### config.mk
export PLATFORM = sky130hd
export DESIGN_NAME = fdc_host_regs
export DESIGN_NICKNAME = d
export VERILOG_FILES = /design/src/rtl/fdc_regs_pkg.sv /design/src/rtl/fdc_bus_decode.sv /design/src/rtl/fdc_track_ctr.sv /design/src/rtl/fdc_data_hold.sv /design/src/rtl/fdc_host_regs.sv
export SDC_FILE = /design/constraint.sdc
export NUM_CORES = 1
export LEC_CHECK = 0
export ABC_CLOCK_PERIOD_IN_PS = 2250
export BUFFER_PORTS_ARGS = -buffer_cell sky130_fd_sc_hd__buf_4
export CORE_MARGIN = 2
export CORE_UTILIZATION = 35
export DETAILED_ROUTE_END_ITERATION = 10
export GPL_TIMING_DRIVEN = 0
export SLEW_MARGIN = 20
export SYNTH_ARGS = -nofsm -noshare
export SYNTH_HDL_FRONTEND = slang
export SYNTH_SLANG_ARGS = --single-unit
export TNS_END_PERCENT = 10
### constraint.sdc
create_clock -name clk -period 2.25 [get_ports clk]
set_clock_uncertainty 0.1 [all_clocks]
set_input_delay 0.1125 -clock clk [delete_from_list [all_inputs] [get_ports clk]]
set_output_delay 0.1125 -clock clk [all_outputs]
set_load 0.01 [all_outputs]
### src/rtl/fdc_regs_pkg.sv
package fdc_regs_pkg;
  localparam int REG_W  = 8;
  localparam int ADDR_W = 2;

  typedef enum logic [ADDR_W-1:0] {
    RA_STAT_CMD = 2'd0,
    RA_TRACK    = 2'd1,
    RA_SECTOR   = 2'd2,
    RA_DATA     = 2'd3
  } fdc_addr_e;
endpackage

### src/rtl/fdc_bus_decode.sv
module fdc_bus_decode
  import fdc_regs_pkg::*;
#(
  parameter int DW        = 8,
  parameter int NIB_W     = 4,
  parameter logic [NIB_W-1:0] FORCE_NIB = 4'hD
) (
  input  logic                bus_sel,
  input  logic                bus_wr,
  input  logic                bus_rd,
  input  logic [ADDR_W-1:0]   bus_addr,
  input  logic [DW-1:0]       bus_wdata,
  input  logic                busy,
  output logic                we_track,
  output logic                we_sector,
  output logic                we_data,
  output logic                cmd_accept,
  output logic                data_touch
);
  localparam int NIB_LSB = DW - NIB_W;

  fdc_addr_e addr_e;
  logic      wr_q, rd_q, is_force;

  always_comb begin
    addr_e     = fdc_addr_e'(bus_addr);
    wr_q       = bus_sel && bus_wr;
    rd_q       = bus_sel && bus_rd;
    is_force   = (bus_wdata[DW-1:NIB_LSB] == FORCE_NIB);
    we_track   = wr_q && (addr_e == RA_TRACK)  && !busy;
    we_sector  = wr_q && (addr_e == RA_SECTOR) && !busy;
    we_data    = wr_q && (addr_e == RA_DATA);
    cmd_accept = wr_q && (addr_e == RA_STAT_CMD) && (!busy || is_force);
    data_touch = (wr_q || rd_q) && (addr_e == RA_DATA);
  end
endmodule

### src/rtl/fdc_track_ctr.sv
module fdc_track_ctr #(
  parameter int DW = 8
) (
  input  logic          clk,
  input  logic          rst,
  input  logic          load_en,
  input  logic [DW-1:0] load_val,
  input  logic          step_in,
  input  logic          step_out,
  output logic [DW-1:0] track_q
);
  always_ff @(posedge clk) begin
    if (rst) begin
      track_q <= '0;
    end else if (load_en) begin
      track_q <= load_val;
    end else if (step_in && !step_out) begin
      track_q <= track_q + 1'b1;
    end else if (step_out && !step_in) begin
      track_q <= track_q - 1'b1;
    end
  end
endmodule

### src/rtl/fdc_data_hold.sv
module fdc_data_hold #(
  parameter int DW = 8
) (
  input  logic          clk,
  input  logic          rst,
  input  logic          bus_load,
  input  logic [DW-1:0] bus_val,
  input  logic          asm_valid,
  input  logic [DW-1:0] asm_byte,
  input  logic          ser_take,
  input  logic          bus_touch,
  output logic [DW-1:0] data_q,
  output logic          drq
);
  always_ff @(posedge clk) begin
    if (rst) begin
      data_q <= '0;
    end else if (asm_valid) begin
      data_q <= asm_byte;
    end else if (bus_load) begin
      data_q <= bus_val;
    end
  end

  always_ff @(posedge clk) begin
    if (rst) begin
      drq <= 1'b0;
    end else if (asm_valid || ser_take) begin
      drq <= 1'b1;
    end else if (bus_touch) begin
      drq <= 1'b0;
    end
  end
endmodule

### src/rtl/fdc_host_regs.sv
module fdc_host_regs
  import fdc_regs_pkg::*;
#(
  parameter int DW = REG_W,
  parameter logic [3:0] FORCE_NIB = 4'hD
) (
  input  logic              clk,
  input  logic              rst,
  input  logic              bus_sel,
  input  logic              bus_wr,
  input  logic              bus_rd,
  input  logic [ADDR_W-1:0] bus_addr,
  input  logic [DW-1:0]     bus_wdata,
  output logic [DW-1:0]     bus_rdata,
  input  logic              busy,
  input  logic [DW-1:0]     status_in,
  output logic [DW-1:0]     cmd_out,
  output logic              cmd_valid,
  input  logic              step_in,
  input  logic              step_out,
  input  logic [DW-1:0]     id_track,
  input  logic [DW-1:0]     id_sector,
  output logic              track_match,
  output logic              sector_match,
  input  logic              asm_valid,
  input  logic [DW-1:0]     asm_byte,
  input  logic              ser_take,
  output logic [DW-1:0]     ser_byte,
  output logic              drq
);
  logic          we_track, we_sector, we_data, cmd_accept, data_touch;
  logic [DW-1:0] track_q, sector_q, data_q, rd_mux;

  fdc_bus_decode #(.DW(DW), .NIB_W(4), .FORCE_NIB(FORCE_NIB)) u_dec (
    .bus_sel    (bus_sel),
    .bus_wr     (bus_wr),
    .bus_rd     (bus_rd),
    .bus_addr   (bus_addr),
    .bus_wdata  (bus_wdata),
    .busy       (busy),
    .we_track   (we_track),
    .we_sector  (we_sector),
    .we_data    (we_data),
    .cmd_accept (cmd_accept),
    .data_touch (data_touch)
  );

  fdc_track_ctr #(.DW(DW)) u_trk (
    .clk      (clk),
    .rst      (rst),
    .load_en  (we_track),
    .load_val (bus_wdata),
    .step_in  (step_in),
    .step_out (step_out),
    .track_q  (track_q)
  );

  fdc_data_hold #(.DW(DW)) u_dat (
    .clk       (clk),
    .rst       (rst),
    .bus_load  (we_data),
    .bus_val   (bus_wdata),
    .asm_valid (asm_valid),
    .asm_byte  (asm_byte),
    .ser_take  (ser_take),
    .bus_touch (data_touch),
    .data_q    (data_q),
    .drq       (drq)
  );

  always_ff @(posedge clk) begin
    if (rst) begin
      sector_q <= '0;
    end else if (we_sector) begin
      sector_q <= bus_wdata;
    end
  end

  always_ff @(posedge clk) begin
    if (rst) begin
      cmd_out   <= '0;
      cmd_valid <= 1'b0;
    end else begin
      cmd_valid <= cmd_accept;
      if (cmd_accept) cmd_out <= bus_wdata;
    end
  end

  always_comb begin
    case (fdc_addr_e'(bus_addr))
      RA_STAT_CMD: rd_mux = status_in;
      RA_TRACK:    rd_mux = track_q;
      RA_SECTOR:   rd_mux = sector_q;
      default:     rd_mux = data_q;
    endcase
  end

  always_ff @(posedge clk) begin
    if (rst) begin
      bus_rdata <= '0;
    end else if (bus_sel && bus_rd) begin
      bus_rdata <= rd_mux;
    end
  end

  assign track_match  = (track_q == id_track);
  assign sector_match = (sector_q == id_sector);
  assign ser_byte     = data_q;
endmodule

==> results.rst <==
.. list-table::
   :header-rows: 1

   * - Metric
     - Value
   * - Clock buffers created by TritonCTS
     - 5
   * - Worst supply voltage drop on vdd
     - ~0.00026 V
   * - Setup repair after global routing missed its margin
     - no
   * - Leading post-synthesis cells by cell area
     - dfxtp_1 (36%), mux2i_1 (11%), xnor2_1 (7.8%), mux4_2 (7.6%), nor2_1 (5.4%)
   * - Insertion delay to the later sink of the worst-skew pair
     - between 0.2 and 0.3 ns
   * - Initial cell density of the core
     - 0.367
   * - Critical Path, Cell by Cell
     - fa_1 -> a21o_1 -> a21oi_1 -> o211a_1 -> o21ai_0 -> a311oi_1
   * - Pwr per Cell Area
     - around 640 mW/mm²
   * - DIE HEIGHT
     - 86.0 µm
   * - CTS tree
     - built
   * - Class of the worst hold path
     - primary input to flop
   * - Pin count of the biggest net entering global routing
     - 12
   * - Worst reg-to-reg setup slack
     - 0.17 ns
   * - Placed Cells incl. Taps
     - approximately 400
   * - Dominant combinational cell family by area after synthesis
     - multiplexers
   * - Critical Setup Path Class
     - flop to flop
   * - Average size of a mapped cell
     - 9.46 µm²
   * - Pre-Repair DR Iteration Count
     - 4
   * - Total routing usage reported by global routing
     - 0.175
   * - Final worst-path cycle share
     - 0.925
   * - Layout overhead on the synthesized area
     - 32.2%
   * - Total vias in the final route
     - 2109
   * - Multiplexer share of the synthesized area
     - 0.183
   * - Wire per inst
     - 15.8 µm
   * - DRC violations left
     - 0
   * - Boundary pin count
     - 80
   * - Worst slack at placement
     - -0.00822 ns
   * - Synth Area in Simple Gates
     - 0.159
   * - Startpoint types
     - flop
   * - Site row count
     - 29
   * - Warning count from the yosys run
     - 0
   * - Final setup violation count
     - 0
   * - Min cycle time layout
     - 2.08 ns
   * - Avg Vias per Cell
     - just over 5
   * - Share of flip-flops with an asynchronous set or reset
     - 0
   * - Number of antenna violations at the first check in global routing
     - 0
   * - Ranking of synthesized cells by instance count
     - dfxtp_1 (42), nor2_1 (34), mux2i_1 (25)
   * - Area after DPL
     - 0.00302 mm²
   * - Achievable frequency
     - a little under 500 MHz
   * - Total count of hold-check failures in the final report
     - 0
   * - Remaining global-route overflow
     - 0
   * - IO buf count
     - between 70 and 80
   * - Post-CTS resize count
     - 0
   * - Element type at the critical path end
     - flop
   * - Post-Route WL
     - 6.46 mm
   * - Synthesized instance count
     - 249
   * - Number of sinks on the clock net
     - 42
   * - Die X-Extent
     - 86.0 µm
   * - Library cell with the highest instance count after synthesis
     - dfxtp_1
   * - Clock input transition at the sequential cells of the worst setup and hold paths
     - 0.07 ns
   * - Combined buffer and inverter count along the critical path
     - 0
   * - DRC marker count from the first detailed-route iteration
     - 88
   * - Number of max-cap violations
     - 0
   * - Nets
     - ~400
   * - XOR/XNOR share of the synthesized area
     - 0.0855
   * - Number of nets produced by synthesis
     - 309
   * - Status
     - completed
   * - Headroom to the max-slew limit
     - 0.475
   * - Synth top area share
     - 0.357
   * - Synthesized cell area
     - around 0.0024 mm²
   * - Layout Cells excl Fill
     - between 400 and 500
   * - Clock Path Buffers
     - 2
   * - Main synth FF type
     - dfxtp_1
   * - Arrival time at the worst endpoint
     - 2.18 ns
   * - Slew of the pin with the lowest slew margin
     - about 0.79 ns
   * - Required time at the endpoint of the critical path
     - about 2.4 ns
   * - Setup Buffers After CTS
     - 0
   * - Area of the die
     - 0.00740 mm²
   * - Leakage power figure
     - between 1 and 1.5 nW
   * - Fin worst setup slack
     - 0.169 ns
   * - Number of pins exceeding their max-slew limit in the final report
     - 0
   * - Crit path max fanout
     - 6
   * - Summed area of non-filler cells in the final layout
     - 0.00312 mm²
   * - First-pass GRT wire length
     - 10.2 mm
   * - Antenna diode instance count
     - 0
   * - RePlAce Congestion
     - 0.801
   * - Max H-tree Level
     - 2
   * - Utilization after layout
     - 0.485
   * - Post-synth EDFFs
     - 0
   * - Post-CTS Hold Fix Bufs
     - 1
   * - Netlist cell types
     - 37
   * - Final-layout fill cell count
     - 624
   * - Post-detail-place hpwl
     - 5.16 mm
   * - Core area
     - between 0.006 and 0.007 mm²
   * - Count of antenna-violating nets left after detailed routing
     - 0
   * - Via count of the first global-routing pass
     - 2009
   * - Delay-heaviest family, CP
     - compound AO/OA/AOI/OAI gates
   * - Synth area leader
     - dfxtp_1
   * - Yosys reg bits
     - 42
   * - Slowest library cell on the worst path
     - fa_1
   * - Post-synthesis compound-gate area fraction
     - 0.147
   * - Adder and majority cell fraction of the synthesized area
     - 0.0457
   * - Part of the Yosys area used for sequential elements
     - 0.357
   * - Crit-path max cell delay
     - between 0.4 and 0.5 ns
   * - Proportion of layout cells with a drive suffix above 1
     - 0.289
   * - Clock tree root buffer cell
     - clkbuf_8
[per-layer routing]
metal | vias to the layer above | track usage | routed length (µm)
met5 | - | 0 | 0
met4 | 0 | 0.0447 | 61
met3 | 5 | 0.0318 | 490
met2 | 71 | 0.286 | 2990
met1 | 956 | 0.239 | 2920
li1 | 1077 | - | -
[logic make-up (layout without fill, tap and decap cells)]
family | Yosys count | count (layout)
fa+ha+maj | 8 | 8
buf+inv | 14 | 97
simple gates | 80 | 80
flops | 42 | 42
xor+xnor | 23 | 23
mux | 33 | 33
compound gates | 49 | 49
[layout make-up]
type	instances	area, µm²	area share
plain buffers	13	52.6	0.0169
multi-input cells	193	1460	0.468
inverters	1	3.75	0.00120
clock buffers	6	82.6	0.0265
flip-flops and latches	42	841	0.270
repair buffers	77	581	0.186
well taps	77	96.3	0.0309
[worst register-to-register path, stage by stage, from the launching register on]
cell      delay (ns)
dfxtp_1         0.41
fa_1            0.49
a21o_1          0.17
a21oi_1         0.29
o211a_1         0.17
o21ai_0         0.09
a311oi_1        0.28
[state kept, by name, summed over array words and instances (netlist names)]
register,count
u_dat.data_q,8
cmd_valid,1
sector_q,8
bus_rdata,8
u_trk.track_q,8
cmd_out,8
u_dat.drq,1
[through the flow]
step	hold slack [ns]	power (mW)	setup TNS [ns]
global route	0.0114	2.10	0
CTS	0.00695	2.00	0
global placement	0.230	1.50	0
detailed placement	0.241	1.51	-0.00822
floorplan	0.138	1.30	0
finish	0.00761	1.98	0
[report_power, final]
group          internal (mW)  switching, mW
sequential             0.800         0.0764
combinational          0.327          0.292
clock                  0.237          0.246
[path summary, 6_finish.rpt]
path               startpoint                to  cells after the start
max          u_trk.track_q[0]  u_trk.track_q[6]                      6
min              bus_wdata[0]  u_trk.track_q[0]                      3
max reg2reg  u_trk.track_q[0]  u_trk.track_q[6]                      6
min reg2reg      bus_rdata[4]      bus_rdata[4]                      2
[placed cells by master, fill, tap and decap left out, types with 5 or more instances in the layout]
cell type,instances
mux4_2,8
a211oi_1,11
o211ai_1,5
ha_1,7
clkbuf_1,8
clkbuf_8,6
nand2_1,23
a21oi_1,18
nor2_1,34
buf_4,76
mux2i_1,25
dfxtp_1,42
xnor2_1,21
nand3_1,8
Note: power is estimated with default switching activity, not from simulation.
